[config.mk]
export PLATFORM = sky130hd
export DESIGN_NAME = gpio_wake_latch
export DESIGN_NICKNAME = d
export VERILOG_FILES = /design/src/rtl/wkup_pkg.sv /design/src/rtl/wkup_rst_sync.sv /design/src/rtl/gpio_sync_stage.sv /design/src/rtl/pin_event_decode.sv /design/src/rtl/port_status_reg.sv /design/src/rtl/gpio_wake_latch.sv
export SDC_FILE = /design/constraint.sdc
export NUM_CORES = 1
export LEC_CHECK = 0
export ABC_AREA = 1
export BUFFER_PORTS_ARGS = -buffer_cell sky130_fd_sc_hd__clkbuf_2
export CORE_UTILIZATION = 45
export CTS_CLUSTER_SIZE = 12
export DETAILED_ROUTE_END_ITERATION = 10
export PLACE_DENSITY = 0.7
export SLEW_MARGIN = 25
export SYNTH_ARGS = -nofsm -noshare
export SYNTH_HDL_FRONTEND = slang
export SYNTH_HIERARCHICAL = 1
export SYNTH_SLANG_ARGS = --single-unit
export TNS_END_PERCENT = 30
[constraint.sdc]
create_clock -name clk_i -period 7.87 [get_ports clk_i]
set_input_delay 1.574 -clock clk_i [delete_from_list [all_inputs] [get_ports clk_i]]
set_output_delay 1.574 -clock clk_i [all_outputs]
set_load 0.1 [all_outputs]
[src/rtl/wkup_pkg.sv]
package wkup_pkg;
  localparam int MODE_W = 3;

  typedef enum logic [MODE_W-1:0] {
    TRIG_OFF  = 3'd0,
    TRIG_HIGH = 3'd1,
    TRIG_LOW  = 3'd2,
    TRIG_RISE = 3'd3,
    TRIG_FALL = 3'd4
  } trig_mode_e;
endpackage

[src/rtl/wkup_rst_sync.sv]
module wkup_rst_sync #(
  parameter int STAGES = 2
) (
  input  logic clk_i,
  input  logic rst_ni,
  output logic rst_sync_no
);
  logic [STAGES-1:0] rs_q;
  logic [STAGES-1:0] rs_d;

  always_comb begin
    rs_d = {rs_q[STAGES-2:0], 1'b1};
  end

  always_ff @(posedge clk_i or negedge rst_ni) begin
    if (!rst_ni) rs_q <= '0;
    else         rs_q <= rs_d;
  end

  assign rst_sync_no = rs_q[STAGES-1];
endmodule

[src/rtl/gpio_sync_stage.sv]
module gpio_sync_stage #(
  parameter int W      = 16,
  parameter int STAGES = 2
) (
  input  logic         clk_i,
  input  logic         rst_ni,
  input  logic [W-1:0] pins_i,
  output logic [W-1:0] sync_o,
  output logic [W-1:0] prev_o
);
  localparam int DEPTH = STAGES + 1;

  logic [W-1:0] chain_q [DEPTH];
  logic [W-1:0] chain_d [DEPTH];

  always_comb begin
    chain_d[0] = pins_i;
    for (int s = 1; s < DEPTH; s++) chain_d[s] = chain_q[s-1];
  end

  always_ff @(posedge clk_i or negedge rst_ni) begin
    if (!rst_ni) begin
      for (int s = 0; s < DEPTH; s++) chain_q[s] <= '0;
    end else begin
      for (int s = 0; s < DEPTH; s++) chain_q[s] <= chain_d[s];
    end
  end

  assign sync_o = chain_q[STAGES-1];
  assign prev_o = chain_q[STAGES];
endmodule

[src/rtl/pin_event_decode.sv]
module pin_event_decode
  import wkup_pkg::*;
#(
  parameter int W = 16
) (
  input  logic [W-1:0]        sync_i,
  input  logic [W-1:0]        prev_i,
  input  logic [W*MODE_W-1:0] mode_i,
  output logic [W-1:0]        evt_o
);
  for (genvar i = 0; i < W; i++) begin : g_pin
    trig_mode_e code;
    assign code = trig_mode_e'(mode_i[MODE_W*i +: MODE_W]);

    always_comb begin
      unique case (code)
        TRIG_HIGH: evt_o[i] = sync_i[i];
        TRIG_LOW:  evt_o[i] = ~sync_i[i];
        TRIG_RISE: evt_o[i] = sync_i[i] & ~prev_i[i];
        TRIG_FALL: evt_o[i] = ~sync_i[i] & prev_i[i];
        default:   evt_o[i] = 1'b0;
      endcase
    end
  end
endmodule

[src/rtl/port_status_reg.sv]
module port_status_reg #(
  parameter int W = 16
) (
  input  logic         clk_i,
  input  logic         rst_ni,
  input  logic [W-1:0] evt_i,
  input  logic         clr_en_i,
  input  logic [W-1:0] clr_mask_i,
  output logic [W-1:0] status_o,
  output logic         irq_o
);
  logic [W-1:0] status_q;
  logic [W-1:0] status_d;
  logic [W-1:0] clr_vec;
  logic         upd_en;

  always_comb begin
    clr_vec  = clr_en_i ? clr_mask_i : '0;
    status_d = (status_q & ~clr_vec) | evt_i;
    upd_en   = clr_en_i | (|evt_i);
  end

  always_ff @(posedge clk_i or negedge rst_ni) begin
    if (!rst_ni)     status_q <= '0;
    else if (upd_en) status_q <= status_d;
  end

  assign status_o = status_q;
  assign irq_o    = |status_q;
endmodule

[src/rtl/gpio_wake_latch.sv]
module gpio_wake_latch
  import wkup_pkg::*;
#(
  parameter int  N_PORTS     = 2,
  parameter int  PIN_W       = 16,
  parameter int  SYNC_STAGES = 2,
  localparam int SEL_W       = (N_PORTS > 1) ? $clog2(N_PORTS) : 1
) (
  input  logic                            clk_i,
  input  logic                            rst_ni,
  input  logic [N_PORTS*PIN_W-1:0]        pins_i,
  input  logic [N_PORTS*PIN_W*MODE_W-1:0] mode_i,
  input  logic                            clr_we_i,
  input  logic [SEL_W-1:0]                clr_port_i,
  input  logic [PIN_W-1:0]                clr_mask_i,
  input  logic [SEL_W-1:0]                rd_sel_i,
  output logic [PIN_W-1:0]                rd_data_o,
  output logic [N_PORTS-1:0]              irq_o,
  output logic [N_PORTS*PIN_W-1:0]        status_bus_o
);
  localparam int PORT_MODE_W = PIN_W * MODE_W;

  logic             rst_core_n;
  logic [PIN_W-1:0] stat [N_PORTS];

  wkup_rst_sync #(.STAGES(2)) u_rst_sync (
    .clk_i       (clk_i),
    .rst_ni      (rst_ni),
    .rst_sync_no (rst_core_n)
  );

  for (genvar p = 0; p < N_PORTS; p++) begin : g_port
    logic [PIN_W-1:0] sync_v;
    logic [PIN_W-1:0] prev_v;
    logic [PIN_W-1:0] evt_v;
    logic             clr_hit;

    assign clr_hit = clr_we_i && (clr_port_i == SEL_W'(p));

    gpio_sync_stage #(.W(PIN_W), .STAGES(SYNC_STAGES)) u_sync (
      .clk_i  (clk_i),
      .rst_ni (rst_core_n),
      .pins_i (pins_i[p*PIN_W +: PIN_W]),
      .sync_o (sync_v),
      .prev_o (prev_v)
    );

    pin_event_decode #(.W(PIN_W)) u_decode (
      .sync_i (sync_v),
      .prev_i (prev_v),
      .mode_i (mode_i[p*PORT_MODE_W +: PORT_MODE_W]),
      .evt_o  (evt_v)
    );

    port_status_reg #(.W(PIN_W)) u_status (
      .clk_i      (clk_i),
      .rst_ni     (rst_core_n),
      .evt_i      (evt_v),
      .clr_en_i   (clr_hit),
      .clr_mask_i (clr_mask_i),
      .status_o   (stat[p]),
      .irq_o      (irq_o[p])
    );

    assign status_bus_o[p*PIN_W +: PIN_W] = stat[p];
  end

  always_comb begin
    rd_data_o = '0;
    for (int p = 0; p < N_PORTS; p++) begin
      if (rd_sel_i == SEL_W'(p)) rd_data_o = stat[p];
    end
  end
endmodule

# Yosys cells after proc, flatten, opt, wreduce, memory -nomap -nowiden

Cells that the tools add are included.

Eq/ne operators: 128
Multiplexer cells: 35
Bitwise gates (word level): 137
Reductions and logical operators: 6

Operators with widths:

| kind               | number |
|---|---|
| $eq 3x2->1 const B | 64 |
| $pmux 1 s4         | 32 |
| $eq 3x1->1 const B | 32 |
| $eq 3x3->1 const B | 32 |
| $not 1->1          | 65 |
| $and 1x1->1        | 64 |
| $reduce_or 16->1   | 4 |
| $mux 16            | 3 |
| $and 16x16->16     | 2 |
| $not 16->16        | 2 |
| $or 16x16->16      | 2 |
| $logic_and 1x1->1  | 2 |
| $or 1x1->1         | 2 |

Bits in registers: 130
Output and inout bits: 50

# Longest topological paths before layout

Gate-level depths: netlist of run 1.

Word-level depth: 6
Gate-level depth with buffers: 7
Mapped depth without buffers: 6

# Hierarchy

Netlist of run 1, hierarchy kept.

Modules (own cells, without submodules):

| module           | times used | cells an instance | area each (µm²) | sequential area each (µm²) |
|---|---|---|---|---|
| gpio_sync_stage  | 2          | 64                | 1321.3          | 1201.2 |
| pin_event_decode | 2          | 224               | 880.8           | 0.0 |
| port_status_reg  | 2          | 65                | 668.1           | 400.4 |
| gpio_wake_latch  | 1          | 56                | 259.0           | 0.0 |
| wkup_rst_sync    | 1          | 3                 | 53.8            | 50.0 |

# Worst setup path before layout of run 1

No wires, ideal clock.

Path kind: in2out
Start: input rd_sel_i
End: output rd_data_o[10]
Arrival time: 2599 ps
Required time: 6296 ps
Slack: 3697 ps
Cell stages on the path: 5
Path buffers: 2
Cells stage by stage: buf_6 > inv_6 > buf_12 > nand2_1 > nand2_1

Longest elaborated chain between the ends: 1

RTL lines:

| item               | RTL line              | RTL |
|---|---|---|
| start: declaration | gpio_wake_latch.sv:16 | `input logic [SEL_W-1:0] rd_sel_i,` |
| $mux 16            | gpio_wake_latch.sv:71 | `if (rd_sel_i == SEL_W'(p)) rd_data_o = stat[p];` |
| end: declaration   | gpio_wake_latch.sv:17 | `output logic [PIN_W-1:0] rd_data_o,` |

No other way between the ends.

# Worst setup path after layout of run 1

Start: input rd_sel_i
End: output rd_data_o[11]

The elaborated chain is that of the path after synthesis.

==> metrics.yaml, run 1 <==
status: "finished clean"
grt_max_degree: 71
setup_tns_ns: 0
path_clk_slew_ns: 0.06
clock_latency_ns: 0.41
ant_nets: 0
cp.required_ns: 6.30
cp.arrival_ns: 2.85
avgViaCountPerCell: 4.42
clockBufferDepth: 2
synth_top_family_by_area: "simple AND/OR/NAND/NOR gates"
layout_commonest_cell: "nand2_1"
drive_above_1_share_pct: 25.0
path_buf_inv: 3
fmax_ghz: 0.226
dp_hpwl_um: 10200
drcViolationCount: 0
routed_wl_um: 13500
synth-simple-area-share_pct: 23.0
synthesis.area_um2: 6050
setup_viol: 0
cts_tree: "yes"
cpMostUsedCell: "clkbuf_2"
gp_congestion: 0.826
syn_inst: 765
netlist_top_cells_area: "dfrtp_1 (54%), nand2_1 (17%), inv_1 (8.1%), nor2_1 (5.3%), a21o_1 (4.0%)"
die_w_um: 118
min_period_ns: 4.43
yosys.area.top_type: "dfrtp_1"
wire_per_inst_um: 11.9
final_cell_mix: "nand2_1 (278), clkbuf_2 (198), inv_1 (130)"
ios: 199
crit_chain: "clkbuf_2, inv_6, nand2_2, nand2_1, clkbuf_2"
syn_nets: 914
grt_pass1_wl_um: 22000
diodes: 0
syn2layout_area_growth_pct: 25.1
core_um2: 13200
worstSetupStartpointType: "primary input"
worst_pin_slew_ns: 0.907
ctsResizeCount: 0
drv_slew: 0
internal_power_mw: 1.37
nNetsFinal: 1093
synthAdderAreaFrac_pct: 0
hold_path.class: "reg2reg"
grt_pass1_vias: 4604
p_leak_nw: 4.42
rsz0062_at_grt: "no"
path_max_fanout: 17
clkPwrFrac_pct: 39.6
vias: 5009
port_buffers: 198
synth-seq-cells: 130
synth-xor-area-share_pct: 0
antenna_found_initial: 0
first_pass_iters: 4
htreeDepth: 4
max-slew-margin-rel_pct: 39.5
slowest_delay_ns: 0.47
clock-sinks: 130
yosysTopAreaCellShare_pct: 53.7
finalHoldViolations: 0
clock_skew_ns: 0.00463
power_switching_uw: 729
drtIter0Drc: 183
synth_compound_gate_area_share_pct: 9.26
die_h_um: 118
cts_buffers: 17
overflow: 0
swShare_pct: 34.7
synth.mux.area_fraction_pct: 0
grt_usage_pct: 20.7
initial_core_util_pct: 45.9
ys_warn_count: 6
comb_power_share_pct: 23.6
power_mw: 2.10
period_share_pct: 56.3
postCtsSetupBuffers: 0
end_kind: "primary output"
cp_slowest_cell: "clkbuf_2"
rows: 42
p_per_area_nw_per_um2: 277
cp_top_family: "buffers and inverters"
seqPwrFrac_pct: 36.8
die-area_um2: 13900
ys_types: 14
maxCapViolations: 0
crit_type: "in2out"
yosysSeqAreaShare_pct: 53.7
cts_hold_buf: 0
peakVddDrop_mv: 0.157
post_synth.cell_area_avg_um2: 7.91
cts_root_buf: "clkbuf_16"
==> final timing paths <==
| path | from | end | slack (ns) | cells past startpoint |
|---|---|---|---|---|
| worst max-delay path | rd_sel_i | rd_data_o[11] | 3.44 | 5 |
| worst min-delay path | g_port[0].u_sync/chain_d[21] | g_port[0].u_sync/sync_o[5] | 0.34 | 0 |
| worst max register to register | u_rst_sync/rs_q[1] | g_port[0].u_sync/sync_o[1] | 6.13 | 1 |
| worst min register to register | g_port[0].u_sync/chain_d[21] | g_port[0].u_sync/sync_o[5] | 0.34 | 0 |
| max in group asynchronous | u_rst_sync/rs_q[1] | g_port[0].u_sync/sync_o[1] | 6.13 | 1 |
| min in group asynchronous | u_rst_sync/rs_q[1] | g_port[0].u_sync/sync_o[8] | 0.46 | 0 |
==> cell families after synthesis <==
logic type	after synthesis
other	1
flip-flops	130
buffers and inverters	170
AO/OA/AOI/OAI	96
AND/OR/NAND/NOR	368
==> Yosys cell counts, drive strengths merged <==
library cell,n
nand2,283
inv,131
dfrtp,130
nor2,85
buf,39
a21o,32
a21oi,32
o21ai,32
conb,1
==> sequential cells by signal (all words and copies together) (netlist names) <==
signal,count
u_rst_sync/rs_q,2
g_port.u_sync/sync_o,32
g_port.u_sync/prev_o,32
g_port.u_status/status_o,32
g_port.u_sync/chain_d,32
==> power by group through the flow <==
stage	Clock, mW	Sequential [mW]	Combinational, mW
after floorplan	0	0.958	0.212
after global placement	0	0.783	0.492
after detailed placement	0	0.784	0.496
after CTS	0.853	0.773	0.497
after global routing	0.888	0.780	0.526
final	0.832	0.772	0.495
==> area by class of cell <==
cell class | count | area, um2
clock inverter | 13 | 184
tap | 176 | 220
clock buffer | 19 | 453
inverter | 131 | 497
timing repair buffer | 199 | 998
multi-input combinational | 465 | 1960
fill | 1257 | 5620
sequential | 130 | 3260
==> layer usage <==
metal	track usage [%]	vias to the layer above	routed length [um]
li1	-	2615	-
met1	27.4	2222	6270
met2	32.1	152	6140
met3	5.72	20	795
met4	8.09	0	263
met5	0	-	0
==> per-stage QoR <==
step | hold WS [ns] | instance area (um2) | setup WS [ns] | util, % | std cells
after global routing | 0.352 | 7570 | 3.35 | 57.4 | 1133
final | 0.344 | 7570 | 3.44 | 57.4 | 1133
after CTS | 0.347 | 7570 | 3.42 | 57.4 | 1133
after detailed placement | 0.335 | 6930 | 3.42 | 52.6 | 1101
after global placement | 0.331 | 6930 | 3.43 | 52.6 | 1101
after floorplan | 0.331 | 6050 | 3.70 | - | 765
No activity file was read; power rests on OpenSTA's default activity.
==> inputs of run 2 (changes only) <==
ABC_AREA = 0   (was 1)
PLACE_DENSITY = 0.71   (was 0.7)
clock period = 4.25 ns   (was 7.87 ns; I/O delays follow)
==> run 2 against run 1 <==
Synthesized cell count fell by 41%. Total power rose by 97%. Critical endpoint is now rd_data_o[13]. Register-to-register slack got worse by 3.3 ns. Hold slack got worse by 0.13 ns. First-iteration DRC count rose by 16%. Final cell count fell by 30%. Global-route usage fell by 0.34 points. Combinational power rose by 110%. Non-clock buffer count rose by 1.
==> metrics.yaml, run 2 <==
status: "finished clean"
fmax_ghz: 0.332
path_max_fanout: 16  # -1
port_buffers: 198  # unchanged
clock_skew_ns: 0.00475  # +0.000121 ns
rr_endpoint: "g_port[0].u_sync/prev_o[2]"
gp_congestion: 0.834  # +0.97%
drtIter0Drc: 212  # +16%
min_period_ns: 3.01
yosys.area.top_type: "dfrtp_1"
drive_above_1_share_pct: 43.6  # +19 points
fillers: 996  # -21%
syn_inst: 453  # -41%
ctsResizeCount: 0  # unchanged
cp_slowest_cell: "clkbuf_2"
avgViaCountPerCell: 5.14  # +16%
synth.most_common_cell: "dfrtp_1"
dp_hpwl_um: 9330  # -8.4%
ys_types: 17  # +3
setup_tns_ns: 0  # unchanged
wire_per_inst_um: 15.5  # +30%
grt_pass1_vias: 4103  # -11%
synthesis.area_um2: 5570  # -8.1%
seqPwrFrac_pct: 35.2  # -1.6 points
worstSetupStartpointType: "primary input"
internal_power_mw: 2.69  # +96%
cpMostUsedCell: "clkbuf_2"
syn_nets: 602  # -34%
peakVddDrop_mv: 0.401  # +160%
finalInstanceArea_um2: 7110  # -6.0%
synth-seq-cells: 130  # unchanged
max-slew-margin-rel_pct: 40.5  # +1.0 points
core_um2: 12000  # -8.9%
dpl_cell_area_um2: 6430  # -7.3%
multi_input_area_um2: 1980  # +1.0%
path_clk_slew_ns: 0.05  # about the same
finalHoldViolations: 0  # unchanged
synth.top_cells.by_count: "dfrtp_1 (130), nand2_1 (96)"
netlist_top_cells_area: "dfrtp_1 (58%), nor4b_2 (8.6%), nand2_1 (6.5%), a21o_1 (4.3%), buf_4 (4.3%)"
antenna_found_initial: 0  # unchanged
yosysSeqAreaShare_pct: 58.5  # +4.7 points
die-area_um2: 12800  # -7.9%
final-seq-area_um2: 3260  # unchanged
nNetsFinal: 783  # -28%
routed_wl_um: 12300  # -8.8%
hold_path.class: "in2async"
async_flop_share_pct: 100  # unchanged
grt_usage_pct: 20.3  # -0.34 points
rows: 40  # -4.8%
crit_chain: "clkbuf_2, mux2_2, clkbuf_2"
rrSetupSlack_ns: 2.84  # -3.29 ns
vias: 4082  # -19%
reg2reg_depth: 1  # unchanged
slowest_delay_ns: 0.52  # +0.05 ns
worst_pin_slew_ns: 0.888  # -0.0184 ns
grtUsageMet2_pct: 33.0  # +0.91 points
cp.arrival_ns: 2.16  # -0.69 ns
ant_nets: 0  # unchanged
swShare_pct: 34.9  # +0.17 points
grt_max_degree: 56  # -21%
cts_root_buf: "clkbuf_16"
period_share_pct: 70.8
layout_commonest_cell: "clkbuf_2"
grt_pass1_wl_um: 19700  # -11%
drcViolationCount: 0  # unchanged
power_switching_mw: 1.44  # +97%
comb_power_share_pct: 24.6  # +1.0 points
cts_tree: "yes"
final_cell_mix: "clkbuf_2 (198), dfrtp_1 (129), nand2_1 (96)"
p_per_area_nw_per_um2: 580  # +110%
startpoint: "rd_sel_i"
synth_edf_count: 0  # unchanged
use_met1_pct: 24.1  # -3.2 points
ios: 199  # unchanged
htreeDepth: 4  # unchanged
met3_usage_pct: 7.55  # +1.8 points
synthFlopType: "dfrtp_1"
postCtsSetupBuffers: 0  # unchanged
rsz0062_at_grt: "no"
post_synth.cell_area_avg_um2: 12.3  # +55%
diodes: 0  # unchanged
die_w_um: 113  # -4.0%
syn2layout_area_growth_pct: 27.8
clock_latency_ns: 0.41  # about the same
drv_slew: 0  # unchanged
die_h_um: 113  # -4.0%
end_kind: "primary output"
clkPwrFrac_pct: 40.2  # +0.6 points
first_pass_iters: 4  # unchanged
cp.required_ns: 3.40  # -2.90 ns
cts_hold_buf: 0  # unchanged
clockBufferDepth: 2  # unchanged
overflow: 0  # unchanged
p_leak_nw: 3.27  # -26%
crit_type: "in2out"
setup_viol: 0  # unchanged
clock-sinks: 130  # unchanged
path_buf_inv: 2  # -1
cts_buffers: 17  # unchanged
timing.rr.start: "u_rst_sync/rs_q[1]"
ys_warn_count: 6  # unchanged
cp_top_family: "buffers and inverters"
initial_core_util_pct: 46.3  # +0.44 points
maxCapViolations: 0  # unchanged
yosysTopAreaCellShare_pct: 58.5  # +4.7 points
gr-max-usage-layer: "met2"
run 2: changes by cell type after synthesis, moves of 6 or more:
cell,delta
a31oi_1,+32
nor2_1,-85
mux2_4,+10
nor3b_1,+32
mux2_2,+6
nand2_1,-182
inv_1,-130
nor4_1,+8
nor4b_2,+32
a21oi_1,-32
run 2: how the worst max path moves through the flow:
stage	endpoint	slack [ns]	cells past startpoint
floorplan	g_port[0].u_status/status_o[0]	0.36	0
global placement	rd_data_o[3]	1.25	3
detailed placement	rd_data_o[13]	1.21	3
global route	rd_data_o[13]	1.20	3
finish	rd_data_o[13]	1.24	3
CTS	rd_data_o[13]	1.21	3
run 2: per-stage QoR:
stage               setup slack (ns)  instances  hold WS [ns]  util (%)  total power, mW
floorplan                      0.360        453         0.331         -             2.28
finish                          1.24        794         0.213      59.2             4.12
CTS                             1.21        794         0.195      59.2             4.16
global placement                1.25        762         0.332      53.5             2.47
global route                    1.20        794         0.201      59.2             4.26
detailed placement              1.21        762         0.335      53.5             2.49
run 2: power by group through the flow:
stage	clock (mW)	combinational (mW)	sequential (mW)
global route	1.74	1.05	1.47
finish	1.66	1.02	1.45
CTS	1.69	1.02	1.45
floorplan	0	0.435	1.84
global placement	0	1.01	1.47
detailed placement	0	1.02	1.47
run 2: kinds of logic (layout without fill, tap and decap cells):
kind of cell / after synthesis / after routing / synth area share (%)
AO/OA/AOI/OAI: 96 / 96 / 10.8
AND/OR/NAND/NOR: 172 / 172 / 20.8
other: 1 / 1 / 0.0674
buffers and inverters: 38 / 232 / 6.00
multiplexers: 16 / 16 / 3.91
flip-flops: 130 / 130 / 58.5
run 2: area by class of cell:
type                    count  area share (%)
flip-flops and latches    130            45.8
multi-input cells         285            27.9
repair buffers            200            14.1
clock buffers              19            6.37
clock inverters            13            3.25
well taps                 147            2.59
run 2: per-layer routing:
metal	up-vias	wire length, um
li1	1974	-
met1	1949	5210
met2	139	6030
met3	20	821
met4	0	233
met5	-	0
==> inputs of run 3 (changes only) <==
PLACE_DENSITY = 0.74   (was 0.71)
clock period = 2.5 ns   (was 4.25 ns; I/O delays follow)
==> run 3 against run 2 <==
Register-to-register slack got worse by 1.5 ns. Critical path type is now reg2out. Total power rose by 64%. Final area rose by 0.65%. Combinational power rose by 76%.
==> metrics.yaml, run 3 (synthesis results as in run 2) <==
status: "finished clean"
hold_depth: 1
rr_endpoint: "g_port[0].u_sync/sync_o[3]"
max-slew-margin-rel_pct: 57.2  # +17 points
first_pass_iters: 4  # unchanged
min_to: "g_port[0].u_sync/chain_d[22]"
reg2reg_depth: 1  # unchanged
drv_slew: 0  # unchanged
cts_buffers: 17  # unchanged
post-route-util_pct: 59.6  # +0.39 points
finalInstanceArea_um2: 7160  # +0.65%
rsz0062_at_grt: "no"
final_cells: 798  # +0.50%
worstSetupStartpointType: "flip-flop"
power_mw: 6.77  # +64%
dp_hpwl_um: 9470  # +1.5%
timing.rr.start: "u_rst_sync/rs_q[1]"
layout_commonest_cell: "clkbuf_2"
rrSetupSlack_ns: 1.35  # -1.49 ns
startpoint: "g_port[0].u_status/status_o[5]"
min_from: "pins_i[6]"
final_cell_mix: "clkbuf_2 (194), dfrtp_1 (129), nand2_1 (96)"
cp_top_family: "simple AND/OR/NAND/NOR gates"
clock-sinks: 130  # unchanged
clock_skew_ns: 0.0127  # +0.00797 ns
die_w_um: 113  # unchanged
routed_wl_um: 12600  # +2.4%
p_leak_nw: 3.30  # +0.82%
die-area_um2: 12800  # unchanged
wire_per_inst_um: 15.8  # +1.9%
vias: 4165  # +2.0%
worst_pin_slew_ns: 0.642  # -0.246 ns
core_um2: 12000  # unchanged
setup_viol: 0  # unchanged
grt_pass1_wl_um: 19600  # -0.14%
p_per_area_nw_per_um2: 945  # +63%
drive_above_1_share_pct: 43.5  # -0.11 points
grt_usage_pct: 20.4  # +0.031 points
slowest_delay_ns: 0.48  # -0.04 ns
crit_type: "reg2out"
hold_path.class: "in2reg"
peakVddDrop_mv: 0.754  # +88%
clock_latency_ns: 0.42  # about the same
rows: 40  # unchanged
dpl_cell_area_um2: 6540  # +1.7%
end_kind: "primary output"
syn2layout_area_growth_pct: 28.6
cts_root_buf: "clkbuf_16"
path_buf_inv: 1  # -1
drtIter0Drc: 164  # -23%
dp.cells: 765  # +0.39%
min_period_ns: 2.38
overflow: 0  # unchanged
drcViolationCount: 0  # unchanged
diodes: 0  # unchanged
avgViaCountPerCell: 5.22  # +1.5%
postCtsSetupBuffers: 0  # unchanged
fmax_ghz: 0.421
initial_core_util_pct: 46.3  # unchanged
maxCapViolations: 0  # unchanged
period_share_pct: 95.0
grt_max_degree: 57  # +1.8%
crit_chain: "nor4_1, nand4_1, clkbuf_2"
clockBufferDepth: 2  # unchanged
ios: 199  # unchanged
cp.required_ns: 2.00  # -1.40 ns
cp_slowest_cell: "nor4_1"
grt_pass1_vias: 4131  # +0.68%
ant_nets: 0  # unchanged
path_max_fanout: 4  # -12
die_h_um: 113  # unchanged
nNetsFinal: 787  # +0.51%
antenna_found_initial: 0  # unchanged
path_clk_slew_ns: 0.05  # about the same
finalHoldViolations: 0  # unchanged
cp.arrival_ns: 1.88  # -0.28 ns
cts_tree: "yes"
htreeDepth: 4  # unchanged
port_buffers: 198  # unchanged
gp_congestion: 0.802  # -3.8%
## run 3: cell types whose count changed in the layout (fill, tap and decap cells not counted)
cell | previous run | this run
buf_12 | 0 | 6
clkbuf_2 | 198 | 194
bufinv_16 | 6 | 3
clkbuf_1 | 0 | 3
clkinvlp_4 | 5 | 2
clkinv_2 | 1 | 3
buf_4 | 2 | 3
clkbuf_8 | 2 | 3
dlygate4sd3_1 | 0 | 1
nor4_1 | 8 | 7
nor4_2 | 0 | 1
## run 3: what timing repair did
item,in CTS,in global routing
resized for setup,0,1
hold buffers,1,0
endpoints found under the hold margin,2,0
setup endpoints to repair,0,1
## run 3: worst max-delay path by stage
| stage | cells past startpoint | end | slack, ns |
|---|---|---|---|
| 6_report | 3 | irq_o[0] | 0.12 |
| 5_1_grt | 3 | irq_o[0] | 0.02 |
| 4_1_cts | 3 | irq_o[1] | 0.06 |
| 3_5_place_dp | 4 | rd_data_o[0] | 0.47 |
| 3_3_place_gp | 4 | rd_data_o[15] | 0.49 |
| 2_1_floorplan | 2 | irq_o[0] | -0.07 |
## run 3: final cells by class
cell class	count	area [um2]
well taps	147	184
multi-input cells	285	1990
clock inverters	9	129
fillers	967	4850
clock buffers	23	478
repair buffers	204	1120
flip-flops and latches	130	3260
## run 3: metal layers
| metal | vias up | GRT usage [%] | share of wire, % |
|---|---|---|---|
| met5 | - | 0 | 0 |
| li1 | 1978 | - | - |
| met3 | 25 | 6.37 | 6.6 |
| met4 | 0 | 8.16 | 1.8 |
| met2 | 159 | 34.8 | 50 |
| met1 | 2003 | 23.8 | 42 |
## run 3: through the flow
step	setup TNS (ns)	setup WS (ns)	hold WS, ns
after detailed placement	0	0.473	0.291
after floorplan	-0.134	-0.0675	0.204
after CTS	0	0.0603	0.170
after global routing	0	0.0232	0.173
final	0	0.125	0.181
after global placement	0	0.487	0.287
## run 3: power by group
part | internal, mW | switching, mW
Clock | 1.64 | 0.860
Sequential | 2.28 | 0.185
Combinational | 0.417 | 1.38
